### src/rtl/uart_rx_pkg.sv
// Shared types for the serial receiver.
// Assumes a fixed 8-bit maximum character width.
package uart_rx_pkg;
    localparam int DATA_W = 8;

    typedef enum logic [2:0] {
        ST_HUNT,
        ST_START,
        ST_DATA,
        ST_PAR,
        ST_STOP,
        ST_TAIL
    } rx_state_t;

    typedef struct packed {
        logic [1:0] len_code;
        logic       par_off;
        logic       par_even;
    } rx_cfg_t;
endpackage

### src/rtl/uart_rx_sync.sv
// Synchronizer and falling-edge detector for the serial line.
// Assumes the line idles high, so all stages reset to 1.
module uart_rx_sync #(
    parameter int STAGES = 2
) (
    input  logic clk,
    input  logic rst_n,
    input  logic din,
    output logic dout,
    output logic fall
);
    logic [STAGES-1:0] chain;
    logic              last;

    // Shift the line through the chain and keep the previous synchronized value.
    always_ff @(posedge clk) begin
        if (!rst_n) begin
            chain <= '1;
            last  <= 1'b1;
        end else begin
            chain <= {chain[STAGES-2:0], din};
            last  <= chain[STAGES-1];
        end
    end

    assign dout = chain[STAGES-1];
    assign fall = last & ~dout;
endmodule

### src/rtl/uart_rx_frame.sv
// Frame sequencer: finds the start bit, samples each bit at its centre
// and presents a one-cycle transfer with the character and error results.
// Assumes the control word is stable while a frame is in progress.
module uart_rx_frame
    import uart_rx_pkg::*;
#(
    parameter int OVERSAMPLE = 16,
    parameter int TAIL_CYC   = 1
) (
    input  logic              clk,
    input  logic              rst_n,
    input  logic              rx_s,
    input  logic              rx_fall,
    input  rx_cfg_t           cfg,
    output logic              xfer,
    output logic [DATA_W-1:0] xfer_data,
    output logic              xfer_perr,
    output logic              xfer_ferr
);
    localparam int CW     = $clog2(OVERSAMPLE);
    localparam int CENTER = OVERSAMPLE / 2 - 1;
    localparam int LAST   = OVERSAMPLE - 1;

    rx_state_t         state;
    logic [CW-1:0]     cnt;
    logic [2:0]        bitidx;
    logic [DATA_W-1:0] shreg;
    logic              par_acc;
    logic [2:0]        last_idx;
    logic [1:0]        rshift;
    logic              stop_hit;

    assign last_idx = 3'd4 + {1'b0, cfg.len_code};
    assign rshift   = 2'd3 - cfg.len_code;
    assign stop_hit = (state == ST_STOP) && (cnt == CW'(LAST));

    // Sequence one frame from start detection to the hunt restart.
    always_ff @(posedge clk) begin
        if (!rst_n) begin
            state     <= ST_HUNT;
            cnt       <= '0;
            bitidx    <= '0;
            shreg     <= '0;
            par_acc   <= 1'b0;
            xfer      <= 1'b0;
            xfer_data <= '0;
            xfer_perr <= 1'b0;
            xfer_ferr <= 1'b0;
        end else begin
            xfer <= 1'b0;
            case (state)
                ST_HUNT: begin
                    if (rx_fall) begin
                        state <= ST_START;
                        cnt   <= '0;
                    end
                end
                ST_START: begin
                    if (cnt == CW'(CENTER)) begin
                        cnt <= '0;
                        if (rx_s) begin
                            state <= ST_HUNT;
                        end else begin
                            state   <= ST_DATA;
                            bitidx  <= '0;
                            par_acc <= 1'b0;
                        end
                    end else begin
                        cnt <= cnt + 1'b1;
                    end
                end
                ST_DATA: begin
                    if (cnt == CW'(LAST)) begin
                        cnt     <= '0;
                        shreg   <= {rx_s, shreg[DATA_W-1:1]};
                        par_acc <= par_acc ^ rx_s;
                        if (bitidx == last_idx) begin
                            state <= cfg.par_off ? ST_STOP : ST_PAR;
                        end else begin
                            bitidx <= bitidx + 1'b1;
                        end
                    end else begin
                        cnt <= cnt + 1'b1;
                    end
                end
                ST_PAR: begin
                    if (cnt == CW'(LAST)) begin
                        cnt     <= '0;
                        par_acc <= par_acc ^ rx_s;
                        state   <= ST_STOP;
                    end else begin
                        cnt <= cnt + 1'b1;
                    end
                end
                ST_STOP: begin
                    if (stop_hit) begin
                        cnt       <= '0;
                        xfer      <= 1'b1;
                        xfer_data <= shreg >> rshift;
                        xfer_perr <= ~cfg.par_off & (cfg.par_even ? par_acc : ~par_acc);
                        xfer_ferr <= ~rx_s;
                        state     <= ST_TAIL;
                    end else begin
                        cnt <= cnt + 1'b1;
                    end
                end
                ST_TAIL: begin
                    if (cnt == CW'(TAIL_CYC - 1)) begin
                        cnt   <= '0;
                        state <= ST_HUNT;
                    end else begin
                        cnt <= cnt + 1'b1;
                    end
                end
                default: state <= ST_HUNT;
            endcase
        end
    end

    AST_GLITCH_HUNT: assert property (@(posedge clk) disable iff (!rst_n)
        (state == ST_START && cnt == CW'(CENTER) && rx_s) |=> (state == ST_HUNT));
    AST_BIT_RANGE: assert property (@(posedge clk) disable iff (!rst_n)
        (state == ST_DATA) |-> (bitidx <= last_idx));
    AST_PAR_OFF_CLEAN: assert property (@(posedge clk) disable iff (!rst_n)
        (stop_hit && cfg.par_off) |=> (xfer && !xfer_perr));
    AST_XFER_SINGLE: assert property (@(posedge clk) disable iff (!rst_n)
        xfer |=> !xfer);
endmodule

### src/rtl/uart_rx_status.sv
// Buffer register and status flags, updated on each character transfer.
// Assumes xfer is a single-cycle strobe; a transfer wins over a clear.
module uart_rx_status
    import uart_rx_pkg::*;
(
    input  logic              clk,
    input  logic              rst_n,
    input  logic              xfer,
    input  logic [DATA_W-1:0] xfer_data,
    input  logic              xfer_perr,
    input  logic              xfer_ferr,
    input  logic              dr_clr_n,
    output logic [DATA_W-1:0] rbuf,
    output logic              dr,
    output logic              perr,
    output logic              ferr,
    output logic              oerr
);
    // Load the character and flags on transfer, otherwise honour the clear.
    always_ff @(posedge clk) begin
        if (!rst_n) begin
            rbuf <= '0;
            dr   <= 1'b0;
            perr <= 1'b0;
            ferr <= 1'b0;
            oerr <= 1'b0;
        end else if (xfer) begin
            rbuf <= xfer_data;
            dr   <= 1'b1;
            perr <= xfer_perr;
            ferr <= xfer_ferr;
            oerr <= dr & dr_clr_n;
        end else if (!dr_clr_n) begin
            dr <= 1'b0;
        end
    end

    AST_DR_SET: assert property (@(posedge clk) disable iff (!rst_n)
        xfer |=> dr);
    AST_DR_CLEAR: assert property (@(posedge clk) disable iff (!rst_n)
        (!dr_clr_n && !xfer) |=> !dr);
    AST_OVR_SET: assert property (@(posedge clk) disable iff (!rst_n)
        (xfer && dr && dr_clr_n) |=> oerr);
    AST_OVR_HOLD: assert property (@(posedge clk) disable iff (!rst_n)
        !xfer |=> $stable(oerr));
    AST_FRM_HOLD: assert property (@(posedge clk) disable iff (!rst_n)
        !xfer |=> $stable(ferr));
endmodule

### src/rtl/uart_rx_core.sv
// Top of the serial receiver: control register, synchronizer, frame
// sequencer, status/buffer and output enables.
// Assumes clk runs at OVERSAMPLE times the bit rate.
module uart_rx_core
    import uart_rx_pkg::*;
#(
    parameter int OVERSAMPLE  = 16,
    parameter int SYNC_STAGES = 2
) (
    input  logic              clk,
    input  logic              rst_n,
    input  logic              rxd,
    input  logic              cfg_load,
    input  logic [1:0]        cfg_len,
    input  logic              cfg_par_off,
    input  logic              cfg_par_even,
    input  logic              dr_clr_n,
    input  logic              rbuf_oe,
    input  logic              flag_oe,
    output logic [DATA_W-1:0] rx_data,
    output logic              data_ready,
    output logic              par_err,
    output logic              frm_err,
    output logic              ovr_err
);
    rx_cfg_t           cfg_q;
    logic              rx_s, rx_fall;
    logic              xfer, xfer_perr, xfer_ferr;
    logic [DATA_W-1:0] xfer_data, rbuf;
    logic              dr, perr, ferr, oerr;

    // Hold the control word; take it only while the load strobe is high.
    always_ff @(posedge clk) begin
        if (!rst_n) begin
            cfg_q <= '{len_code: 2'b11, par_off: 1'b1, par_even: 1'b0};
        end else if (cfg_load) begin
            cfg_q <= '{len_code: cfg_len, par_off: cfg_par_off, par_even: cfg_par_even};
        end
    end

    uart_rx_sync #(.STAGES(SYNC_STAGES)) i_sync (
        .clk(clk), .rst_n(rst_n), .din(rxd), .dout(rx_s), .fall(rx_fall)
    );

    uart_rx_frame #(.OVERSAMPLE(OVERSAMPLE), .TAIL_CYC(1)) i_frame (
        .clk(clk), .rst_n(rst_n), .rx_s(rx_s), .rx_fall(rx_fall), .cfg(cfg_q),
        .xfer(xfer), .xfer_data(xfer_data), .xfer_perr(xfer_perr), .xfer_ferr(xfer_ferr)
    );

    uart_rx_status i_status (
        .clk(clk), .rst_n(rst_n), .xfer(xfer), .xfer_data(xfer_data),
        .xfer_perr(xfer_perr), .xfer_ferr(xfer_ferr), .dr_clr_n(dr_clr_n),
        .rbuf(rbuf), .dr(dr), .perr(perr), .ferr(ferr), .oerr(oerr)
    );

    assign rx_data    = rbuf_oe ? rbuf : '0;
    assign data_ready = flag_oe & dr;
    assign par_err    = flag_oe & perr;
    assign frm_err    = flag_oe & ferr;
    assign ovr_err    = flag_oe & oerr;
endmodule

### config.mk
export PLATFORM = sky130hd
export DESIGN_NAME = uart_rx_core
export DESIGN_NICKNAME = d
export VERILOG_FILES = /design/src/rtl/uart_rx_pkg.sv /design/src/rtl/uart_rx_sync.sv /design/src/rtl/uart_rx_frame.sv /design/src/rtl/uart_rx_status.sv /design/src/rtl/uart_rx_core.sv
export SDC_FILE = /design/constraint.sdc
export NUM_CORES = 1
export LEC_CHECK = 0
export BUFFER_PORTS_ARGS = -buffer_cell sky130_fd_sc_hd__buf_2
export CORE_MARGIN = 8
export CORE_UTILIZATION = 62
export DETAILED_ROUTE_END_ITERATION = 12
export GPL_ROUTABILITY_DRIVEN = 0
export PLACE_DENSITY = 0.83
export SLEW_MARGIN = 40
export SYNTH_ARGS = -nofsm -noshare
export SYNTH_HDL_FRONTEND = slang
export SYNTH_SLANG_ARGS = --single-unit
### constraint.sdc
create_clock -name clk -period 3.1 [get_ports clk]
set_input_delay 0.155 -clock clk [delete_from_list [all_inputs] [get_ports clk]]
set_output_delay 0.155 -clock clk [all_outputs]
set_load 0.1 [all_outputs]
# Word level (Yosys, flattened, before mapping)
# Index checks and enable logic that the tools add are counted.
# totals
word_cells,98
mem_bits_ro,0
ram_bits,0
reg_bits,49
out_inout_bits,12
latch_bits,0
memories,0
# classes
reduce_logical,14
n_shift,1
n_bitwise,11
div_mod_pow,0
add_sub_neg,4
mux,30
magnitude_cmp,0
n_eq_ne,19
n_mul,0
# op_table
operator,count
$mux W3,12
$mux W4,5
$pmux W4 S5,1
$ne A2 B1 Y1 const B,9
$pmux W3 S6,1
$mux W8,1
$reduce_and A2 Y1,4
$shr A8 B2 Y8,1
$and A1 B1 Y1,7
$mux W1,7
$reduce_and A7 Y1,1
$eq A3 B2 Y1 const B,2
$eq A3 B3 Y1 const B,2
$pmux W3 S2,1
$reduce_and A5 Y1,1
$reduce_bool A5 Y1,1
$add A4 B1 Y4 const B,1
$eq A4 B3 Y1 const B,1
$eq A4 B4 Y1 const B,1
$logic_not A4 Y1,1
$ne A2 B2 Y1 const B,2
$reduce_and A4 Y1,1
$reduce_bool A2 Y1,2
$add A3 B1 Y3 const B,1
other kinds (11),13

# Depth between registers and ports, before layout
# Gate-level depths: netlist of the first run.
# logic_depth
ltp_word,5
depth_mapped,7

# Cells and area by module
# Synthesis of the first run repeated with hierarchy kept, for this count alone.
# unflattened
cells_unflattened,257
hier_area_um2,2404.8
# by_module_without_submodules
mod,instances,area_per_inst_um2,cells_per_inst,seq_area_each_um2
uart_rx_frame,1,1629.1,185,600.6
uart_rx_status,1,466.7,40,240.2
uart_rx_core,1,224.0,25,80.1
uart_rx_sync,1,85.1,7,60.1

# Worst setup path after synthesis of the first run
# OpenSTA, ideal clock, no wires.
# synth_path
path_kind,register to register
from,register i_frame.cnt[0]
to,register i_frame.state[1]
setup_ns,0.096
slack_ns,1.361
arrival_time_ns,1.644
path_stages_with_launch,7
path_cell_list,dfxtp_1 -> ha_1 -> nand3_1 -> a22oi_1 -> o21ai_2 -> or3_1 -> o41ai_2
# synth_via
elab_chain_len,4
elab_cells_between_ends,10
classes_between,eq/ne (7); reduce/logical (3)
# synth_rtl
element,line,text
from (decl),uart_rx_frame.sv:25,logic [CW-1:0] cnt;
from (signal assigned),uart_rx_frame.sv:69,cnt <= cnt + 1'b1;
from (signal assigned),uart_rx_frame.sv:83,cnt <= cnt + 1'b1;
from (signal assigned),uart_rx_frame.sv:92,cnt <= cnt + 1'b1;
$eq A4 B4 Y1,"uart_rx_frame.sv:35, uart_rx_frame.sv:73, uart_rx_frame.sv:87",
$logic_and A1 B1 Y1,uart_rx_frame.sv:35,assign stop_hit = (state == ST_STOP) && (cnt == CW'(LAST));
$ne A2 B1 Y1 (no source line),n/a,
$reduce_and A7 Y1 (no source line) *,n/a,
to (signal assigned),uart_rx_frame.sv:78,state <= cfg.par_off ? ST_STOP : ST_PAR;
to (decl),uart_rx_frame.sv:24,rx_state_t state;
# Every way passes the cells marked *; elsewhere a longest branch is shown, timed or not.
# A chain may end at the register's enable or synchronous reset.

# Final worst setup path of the first run
# layout_path
from,register i_frame.cnt[0]
to,register i_frame.state[0]
# The elaborated chain is that of the path after synthesis.

==> results of run 1 <==
## worst paths after layout
kind | startpoint | to | slack (ns)
setup / recovery | i_frame.cnt[0]$_SDFFE_PN0P_ | i_frame.state[0]$_SDFFE_PN0P_ | 0.86
hold reg to reg | i_sync.chain[0]$_SDFF_PN1_ | i_sync.chain[1]$_SDFF_PN1_ | 0.42
hold / removal | dr_clr_n | i_status.dr$_SDFFE_PN0P_ | 0.02
setup reg to reg | i_frame.cnt[0]$_SDFFE_PN0P_ | i_frame.state[0]$_SDFFE_PN0P_ | 0.86
## layer usage
metal / share of wire / vias to the layer above
met5: 0 / -
met4: 0.016 / 0
met3: 0.054 / 7
met2: 0.49 / 32
met1: 0.44 / 839
li1: - / 915
## final cells by class
cell class | count | share of cell area
inverters | 5 | 0.00761
flip-flops and latches | 49 | 0.398
multi-input cells | 184 | 0.471
well taps | 48 | 0.0243
repair buffers | 27 | 0.0639
clock inverters | 2 | 0.0152
clock buffers | 6 | 0.0208
## cell families (layout without fill, tap and decap cells)
logic type      count (synthesis)  count (layout)  synth area share
buf+inv                        22              40            0.0462
fa+ha+maj                       3               3            0.0167
flops                          49              49             0.437
mux                            25              25             0.113
simple gates                  101             101             0.225
xor+xnor                        3               3            0.0117
compound gates                 52              52             0.151
## state kept, by name, indices dropped and copies added, names as in the netlist, 2 cells and up
register,count
cfg_q,4
i_frame.bitidx,3
i_frame.cnt,4
i_frame.shreg,8
i_frame.state,3
i_frame.xfer_data,8
i_status.rbuf,8
i_sync.chain,2
## power by group through the flow
stage	Clock, uW	Combinational, uW	Sequential [uW]
3_3_place_gp	0	128	691
2_1_floorplan	0	128	672
4_1_cts	402	139	678
6_report	389	139	678
5_1_grt	428	152	683
3_5_place_dp	0	132	691
## worst register-to-register path: cells and delay by family, from the launching register on
family                   cells  cell delay, ns
AND/OR/NAND/NOR              2            0.77
AO/OA/AOI/OAI                3            0.74
flip-flops                   1            0.41
adder cells (fa/ha/maj)      1            0.24
## cells in the final DEF (no fill, tap or decap), types with 5 or more instances in the layout
master	n
mux2i_1	23
dfxtp_1	49
nand2b_1	5
a21oi_1	22
inv_1	5
nor2_1	34
buf_2	22
o21ai_0	9
and2_1	12
nand2_1	21
or3_1	5
clkbuf_4	5
nand3_1	6
## per-stage QoR
step	worst slack (ns)	power [uW]	instances	cell area (um2)
2_1_floorplan	1.36	801	255	2250
3_3_place_gp	0.974	818	309	2340
3_5_place_dp	0.895	824	309	2340
4_1_cts	0.878	1220	321	2470
5_1_grt	0.697	1260	321	2470
6_report	0.860	1210	321	2470
==> impl_results.md, run 1 <==
- CP required: 3.38 ns
- Most numerous cell in the Yosys netlist: dfxtp_1
- Die area: 5800 um2
- Synth async-reset ratio: 0
- Post-CTS Setup Inserts: 0
- Seq pwr share: 0.562
- Iter 0 DRT Violations: 84
- Worst path depth: 6
- CTS tree: done
- TritonCTS Buffers: 5
- Pint: 899 uW
- Post-CTS resize count: 0
- Crit-path leading delay family: simple AND/OR/NAND/NOR gates
- Setup Viol. Count Final: 0
- Max Slew Vio Count: 0
- Combinational share of power: 0.115
- Post-synth top area cell: dfxtp_1
- Largest net degree at the start of global routing: 25
- CTS H-tree depth: 2
- Sink Count: 49
- FF+latch count, synth: 49
- Status: complete, no violations
- Reg2Reg Depth: 6
- Met2 global-route usage: 0.266
- Final Hold Vio Count: 0
- Yosys top cell area share: 0.437
- Multi-input logic area: 1160 um2
- Netlist cell types: 49
- Slew @ Worst Pin: 0.705 ns
- Layout cells sized above 1: 0.147
- First-pass GRT wire length: 7.50 mm
- Crit Path Max Fanout: 12
- Most Crowded Layer GR: met2
- Via count: 1793
- Final-stage net count: 286
- Maximum VDD drop: 0.000343 V
- Clock Latency Late Sink: 0.37 ns
- 1st-pass router iterations: 5
- Synth top cells by count: dfxtp_1 (49), nor2_1 (34), mux2i_1 (23)
- Min Tclk post-route: 2.24 ns
- Final Util: 0.690
- Grt met3 use: 0.0531
- Synth top area cells: dfxtp_1 (44%), mux2i_1 (10%), nor2_1 (5.7%)
- Die Wd: 76.2 um
- Switching Fraction: 0.254
- Mapped cell area: 2250 um2
- Max cap viols: 0
- Layout area overhead: 9.86%
- Initial antenna violation count: 0
- Setup TNS: 0 ns
- EDFF count, synth: 0
- Worst hold path depth: 3
- Synth Area per Inst: 8.81 um2
- Clock power frac: 0.323
- Crit path capture type: register
- I/O pin count: 23
- Clock skew: 0.0104 ns
- Row count: 22
- DR WL/cell: 13.2 um
- Number of global-route vias before repair: 1739
- Unrepaired setup endpoints after global routing: false
- Hold WC Path Type: in2reg
- Total grt overflow: 0
- Pleak: 0.000968 uW
- Critical Path Source Type: register
- GRT met1 Usage: 0.162
- Detail Placement HPWL: 3.01 mm
- Tot GR Track Use: 0.152
- Height of the die: 76.2 um
- Max-slew headroom at the worst pin: 0.518
- Buf/Inv on CP: 0
- Post-Syn Instances: 255
- PwrDens: 488 nW/um2
- Via/cell ratio: 5.59
- Top_reg_cell synth: dfxtp_1
- Synth warn: 0
- Crit path arrival time: 2.52 ns
- CP peak stage delay: 0.42 ns
- Max stage delay cell, worst path: or3_1
- # DRC: 0
- Crit share post-route: 0.723
- Worst-case clock buffer depth: 2
- Worst-path clk slew: 0.13 ns
- Port Buffers: 22
- Max Freq: 446 MHz
- FF+latch area: 981 um2
- Fillers: 290
- CTS Hold Bufs: 4
- Core footprint: 3580 um2
- Final wirelength: 4.24 mm
- Clock Root Buffer: clkbuf_4
- Syn Nets: 269
- Switching pwr: 306 uW
- Critical path cell sequence: ha_1 > nand3_1 > a22oi_1 > o21ai_2 > or3_1 > o31ai_1
- Ant. Diodes: 0
- Sequential-to-total area share from yosys stat: 0.437
- WHS: 0.0186 ns
- WS Path Type: reg2reg
- Initial Utilization: 0.628
- Routed Antenna Nets: 0
Power figures use the tool's default switching activity.
==> run 2, diff against run 1 <==
CORE_UTILIZATION = 52   (was 62)
PLACE_DENSITY = 0.75   (was 0.83)
clock period = 1.9 ns   (was 3.1 ns; I/O delays follow)
==> impl_results.md, run 2 (synthesized netlist as in run 1, its figures left out) <==
- Max cap viols: 0 (unchanged)
- Height of the die: 81.7 um (was 76.2 um)
- Switching pwr: 509 uW (was 306 uW)
- Crit share post-route: 0.947 (was 0.723)
- TritonCTS Buffers: 5 (unchanged)
- PwrDens: 812 nW/um2 (was 488 nW/um2)
- CTS H-tree depth: 2 (unchanged)
- Maximum VDD drop: 0.000596 V (was 0.000343 V)
- Crit path capture type: register (unchanged)
- CTS tree: done (unchanged)
- Dpl cell area: 2420 um2 (was 2340 um2)
- Crit path setup slack, layout: 0.100 ns (was 0.860 ns)
- Hold WC Path Type: in2reg (unchanged)
- Clock power frac: 0.340 (was 0.323)
- Via/cell ratio: 5.39 (was 5.59)
- I/O pin count: 23 (unchanged)
- Die area: 6680 um2 (was 5800 um2)
- HP Start: cfg_par_off (was dr_clr_n)
- DP Worst Slack: 0.0622 ns (was 0.895 ns)
- Fillers: 376 (was 290)
- Ant. Diodes: 0 (unchanged)
- Status: complete, no violations (unchanged)
- Sink Count: 49 (unchanged)
- Worst-case clock buffer depth: 2 (unchanged)
- FF+latch area: 982 um2 (was 981 um2)
- Commonest non-fill, non-tap cell in the layout: dfxtp_1 (unchanged)
- # DRC: 0 (unchanged)
- Max Freq: 556 MHz (was 446 MHz)
- Setup Viol. Count Final: 0 (unchanged)
- Max Slew Vio Count: 0 (unchanged)
- Pint: 1560 uW (was 899 uW)
- Die Wd: 81.7 um (was 76.2 um)
- Layout area overhead: 13.6% (was 9.86%)
- Initial antenna violation count: 0 (unchanged)
- Min Tclk post-route: 1.80 ns (was 2.24 ns)
- FF-to-FF setup slack: 0.10 ns (was 0.86 ns)
- Worst hold path depth: 3 (unchanged)
- Port Buffers: 22 (unchanged)
- Number of global-route vias before repair: 1700 (was 1739)
- Clock skew: 0.00745 ns (was 0.0104 ns)
- Final wirelength: 4.38 mm (was 4.24 mm)
- Worst-path clk slew: 0.08 ns (was 0.13 ns)
- First-pass GRT wire length: 7.33 mm (was 7.50 mm)
- Reg2Reg Depth: 6 (unchanged)
- DR WL/cell: 13.3 um (was 13.2 um)
- 1st-pass router iterations: 5 (unchanged)
- Final-stage net count: 292 (was 286)
- Routed Antenna Nets: 0 (unchanged)
- Commonest non-fill, non-tap cells in the layout: dfxtp_1 (48), nor2_1 (34), mux2i_1 (23), a21oi_1 (22), buf_2 (22) (was dfxtp_1 (49), nor2_1 (34), mux2i_1 (23), a21oi_1 (22), buf_2 (22))
- Layout cells sized above 1: 0.187 (was 0.147)
- Crit path arrival time: 2.00 ns (was 2.52 ns)
- Pleak: 0.00101 uW (was 0.000968 uW)
- Initial Utilization: 0.527 (was 0.628)
- Reg-to-Reg Start: i_frame.cnt[1]$_SDFFE_PN0P_ (was i_frame.cnt[0]$_SDFFE_PN0P_)
- Via count: 1780 (was 1793)
- Slew @ Worst Pin: 0.615 ns (was 0.705 ns)
- CP required: 2.10 ns (was 3.38 ns)
- Seq pwr share: 0.530 (was 0.562)
- Fin area: 2550 um2 (was 2470 um2)
- Critical Path Source Type: register (unchanged)
- Core footprint: 4260 um2 (was 3580 um2)
- Final Hold Vio Count: 0 (unchanged)
- Clock Latency Late Sink: 0.30 ns (was 0.37 ns)
- Final Util: 0.598 (was 0.690)
- Leading registers by flop count: i_frame.shreg (8), i_frame.xfer_data (8), i_status.rbuf (8) (unchanged)
- WS Path Type: reg2reg (unchanged)
- Largest net degree at the start of global routing: 34 (was 25)
- Row count: 24 (was 22)
- Multi-input logic area: 1170 um2 (was 1160 um2)
- Detail Placement HPWL: 3.16 mm (was 3.01 mm)
- Hold Path End: cfg_q[1]$_SDFFE_PN1P_ (was i_status.dr$_SDFFE_PN0P_)
- Tot GR Track Use: 0.138 (was 0.152)
- Clock Root Buffer: clkbuf_8 (was clkbuf_4)
- Crit Path Max Fanout: 5 (was 12)
- Combinational share of power: 0.130 (was 0.115)
- Total grt overflow: 0 (unchanged)
- Iter 0 DRT Violations: 105 (was 84)
- Max-slew headroom at the worst pin: 0.590 (was 0.518)
- Worst reg2reg endpoint: i_frame.state[1]$_SDFFE_PN0P_ (was i_frame.state[0]$_SDFFE_PN0P_)
- Switching Fraction: 0.246 (was 0.254)
## run 2: critical path, cell delays in order, from the launching register on
cell     delay, ns
dfxtp_1       0.36
ha_2          0.23
nand3_2       0.13
a22oi_2       0.23
o21ai_2       0.07
or3_1         0.40
o41ai_2       0.28
## run 2: metrics by stage
| step | TNS (ns) | instances | hold slack (ns) | power [uW] |
|---|---|---|---|---|
| after global placement | 0 | 322 | 0.281 | 1370 |
| after detailed placement | 0 | 322 | 0.288 | 1380 |
| after floorplan | 0 | 255 | 0.168 | 1310 |
| final | 0 | 330 | 0.00964 | 2070 |
| after global routing | -0.0149 | 330 | 0.0208 | 2180 |
| after CTS | 0 | 330 | 0.00828 | 2080 |
## run 2: power by group through the flow
stage | Combinational, uW | Sequential, uW | Clock [uW]
floorplan | 210 | 1100 | 0
global placement | 256 | 1120 | 0
detailed placement | 263 | 1120 | 0
CTS | 265 | 1100 | 721
global route | 298 | 1100 | 780
finish | 269 | 1100 | 704
## run 2: layer usage
| metal | GRT usage | up-vias | part of all wire |
|---|---|---|---|
| met5 | 0 | - | 0 |
| met4 | 0.0526 | 0 | 0.012 |
| met3 | 0.0383 | 6 | 0.050 |
| met2 | 0.240 | 32 | 0.47 |
| met1 | 0.156 | 818 | 0.47 |
| li1 | - | 924 | - |
## run 2: final cells by class
cell class	instances	share of cell area
Multi-Input combinational cell	184	0.460
Sequential cell	49	0.385
Timing Repair Buffer	33	0.0814
Clock buffer	5	0.0270
Tap cell	52	0.0255
Clock inverter	2	0.0137
Inverter	5	0.00736
## run 2: how the worst max path moves through the flow
stage	endpoint	cells past startpoint	from	slack [ns]
2_1_floorplan	i_frame.state[1]$_SDFFE_PN0P_	6	i_frame.cnt[0]$_SDFFE_PN0P_	0.16
3_3_place_gp	i_frame.state[1]$_SDFFE_PN0P_	6	i_frame.cnt[0]$_SDFFE_PN0P_	0.11
3_5_place_dp	i_frame.state[1]$_SDFFE_PN0P_	6	i_frame.cnt[0]$_SDFFE_PN0P_	0.06
4_1_cts	i_frame.state[1]$_SDFFE_PN0P_	6	i_frame.cnt[0]$_SDFFE_PN0P_	0.05
5_1_grt	i_frame.state[1]$_SDFFE_PN0P_	6	i_frame.cnt[1]$_SDFFE_PN0P_	-0.01
6_report	i_frame.state[1]$_SDFFE_PN0P_	6	i_frame.cnt[1]$_SDFFE_PN0P_	0.10
## run 2: repair_timing
item | 4_1_cts | 5_1_grt
endpoints found under the setup margin | 0 | 8
endpoints found under the hold margin | 1 | 0
setup buffers | 0 | 0
hold buffers | 1 | 0
gates resized for setup | 0 | 4
==> run 3, diff against run 2 <==
CORE_UTILIZATION = 58   (was 52)
CTS_BUF_LIST = sky130_fd_sc_hd__clkbuf_4 sky130_fd_sc_hd__clkbuf_8 sky130_fd_sc_hd__clkbuf_16   (was default)
PLACE_DENSITY = 0.79   (was 0.75)
clock period = 1.8 ns   (was 1.9 ns; I/O delays follow)
==> impl_results.md, run 3 (synthesized netlist as in run 1, its figures left out) <==
- Iter 0 DRT Violations: 89 (was 105)
- # DRC: 0 (unchanged)
- Setup Viol. Count Final: 0 (unchanged)
- Clock Latency Late Sink: 0.30 ns (about the same)
- Switching pwr: 586 uW (was 509 uW)
- CTS H-tree depth: 2 (unchanged)
- Via count: 1807 (was 1780)
- Initial Utilization: 0.609 (was 0.527)
- Sink Count: 49 (unchanged)
- Worst-path clk slew: 0.09 ns (was 0.08 ns)
- Most Crowded Layer GR: met2 (unchanged)
- Final cell count without fillers: 332 (was 330)
- Crit share post-route: 0.974 (was 0.947)
- Clock Root Buffer: clkbuf_8 (unchanged)
- Status: complete, no violations (unchanged)
- Total grt overflow: 0 (unchanged)
- Placed cells: 320 (was 322)
- Clock skew: 0.00711 ns (was 0.00745 ns)
- Final Util: 0.715 (was 0.598)
- Setup TNS: 0 ns (unchanged)
- Design Power: 2350 uW (was 2070 uW)
- Layout area overhead: 17.4% (was 13.6%)
- Worst hold path depth: 3 (unchanged)
- Port Buffers: 22 (unchanged)
- Height of the die: 78.2 um (was 81.7 um)
- Die area: 6120 um2 (was 6680 um2)
- Reg2Reg Depth: 7 (was 6)
- TritonCTS Buffers: 5 (unchanged)
- 1st-pass router iterations: 4 (was 5)
- Commonest non-fill, non-tap cell in the layout: dfxtp_1 (unchanged)
- Via/cell ratio: 5.44 (was 5.39)
- Clock power frac: 0.345 (was 0.340)
- Grt met3 use: 0.0433 (was 0.0383)
- Fillers: 291 (was 376)
- WS Path Type: reg2reg (unchanged)
- Critical Path Source Type: register (unchanged)
- Worst-case clock buffer depth: 2 (unchanged)
- Met2 global-route usage: 0.237 (was 0.240)
- Ant. Diodes: 0 (unchanged)
- Core footprint: 3690 um2 (was 4260 um2)
- DR WL/cell: 13.3 um (about the same)
- Min Tclk post-route: 1.75 ns (was 1.80 ns)
- Largest net degree at the start of global routing: 27 (was 34)
- I/O pin count: 23 (unchanged)
- Max Slew Vio Count: 0 (unchanged)
- Max Freq: 571 MHz (was 556 MHz)
- Tot GR Track Use: 0.145 (was 0.138)
- Leading registers by flop count: i_frame.shreg (8), i_frame.xfer_data (8), i_status.rbuf (8) (unchanged)
- Die Wd: 78.2 um (was 81.7 um)
- Hold WC Path Type: in2reg (unchanged)
- WHS: 0.00710 ns (was 0.00964 ns)
- CTS tree: done (unchanged)
- Routed Antenna Nets: 0 (unchanged)
- Row count: 22 (was 24)
- Unrepaired setup endpoints after global routing: true
- Pint: 1760 uW (was 1560 uW)
- Combinational share of power: 0.160 (was 0.130)
- Switching Fraction: 0.249 (was 0.246)
- Pleak: 0.00105 uW (was 0.00101 uW)
- Detail Placement HPWL: 3.04 mm (was 3.16 mm)
- Crit Path Max Fanout: 4 (was 5)
- Crit path capture type: register (unchanged)
- Slew @ Worst Pin: 0.608 ns (was 0.615 ns)
- PwrDens: 890 nW/um2 (was 812 nW/um2)
- Number of global-route vias before repair: 1691 (was 1700)
- Layout cells sized above 1: 0.218 (was 0.187)
- Maximum VDD drop: 0.000761 V (was 0.000596 V)
- GRT met1 Usage: 0.180 (was 0.156)
- Final wirelength: 4.40 mm (was 4.38 mm)
- Crit path arrival time: 1.96 ns (was 2.00 ns)
- Final Hold Vio Count: 0 (unchanged)
- Max cap viols: 0 (unchanged)
- First-pass GRT wire length: 7.53 mm (was 7.33 mm)
- CP required: 2.01 ns (was 2.10 ns)
- Final-stage net count: 297 (was 292)
- Seq pwr share: 0.495 (was 0.530)
- Commonest non-fill, non-tap cells in the layout: dfxtp_1 (46), nor2_1 (34), mux2i_1 (23), a21oi_1 (22), buf_2 (22) (was dfxtp_1 (48), nor2_1 (34), mux2i_1 (23), a21oi_1 (22), buf_2 (22))
- Max-slew headroom at the worst pin: 0.594 (was 0.590)
- Initial antenna violation count: 0 (unchanged)
-- run 3: cell count changes in the layout (fill, tap and decap cells not counted), sizes merged --
cell,before,now
buf,32,36
clkbuf,5,6
clkinv,1,0
clkinvlp,0,1
dlygate4sd3,1,2
-- run 3: final timing paths --
| check | from | end | slack [ns] |
|---|---|---|---|
| min reg2reg | i_sync.chain[0]$_SDFF_PN1_ | i_sync.chain[1]$_SDFF_PN1_ | 0.41 |
| max reg2reg | i_frame.cnt[0]$_SDFFE_PN0P_ | i_frame.state[1]$_SDFFE_PN0P_ | 0.05 |
| min | cfg_par_off | cfg_q[1]$_SDFFE_PN1P_ | 0.007 |
| max | i_frame.cnt[0]$_SDFFE_PN0P_ | i_frame.state[1]$_SDFFE_PN0P_ | 0.05 |
-- run 3: through the flow --
stage	instance area, um2	setup slack (ns)
floorplan	2250	0.0605
global placement	2430	0.0257
detailed placement	2430	-0.0539
CTS	2590	0.0232
global route	2640	-0.0128
finish	2640	0.0476
-- run 3: per-layer routing --
metal	share of wire	vias to the layer above
met5	0	-
met1	0.48	824
met4	0.0086	0
li1	-	940
met2	0.46	37
met3	0.048	6
-- run 3: what timing repair did --
action | in CTS | in global routing
hold endpoints to repair | 2 | 0
hold buffers | 2 | 0
endpoints found under the setup margin | 3 | 14
cloned | 0 | 0
gates resized for setup | 4 | 10
pin swaps | 0 | 2
setup buffers | 0 | 2
-- run 3: power by group through the flow --
stage                     registers, uW  clock network (uW)  logic [uW]
after floorplan                    1160                   0         221
after global placement             1170                   0         304
after detailed placement           1170                   0         315
after CTS                          1150                 826         325
after global routing               1170                 869         409
final                              1160                 811         375
-- run 3: layout make-up --
type                       count  area (um2)  area share
multi-input combinational    184        1190       0.453
sequential                    49         990       0.375
timing repair buffer          38         255      0.0968
clock buffer                   6        82.6      0.0313
tap                           48        60.1      0.0228
clock inverter                 2        37.5      0.0142
inverter                       5        18.8     0.00712
-- run 3: worst max-delay path, cell delays in order (launching register included) --
cell      delay [ns]
dfxtp_4         0.37
inv_1           0.05
ha_1            0.14
and4bb_2        0.25
or3_4           0.14
o21ai_2         0.06
or3_4           0.38
o41ai_2         0.26
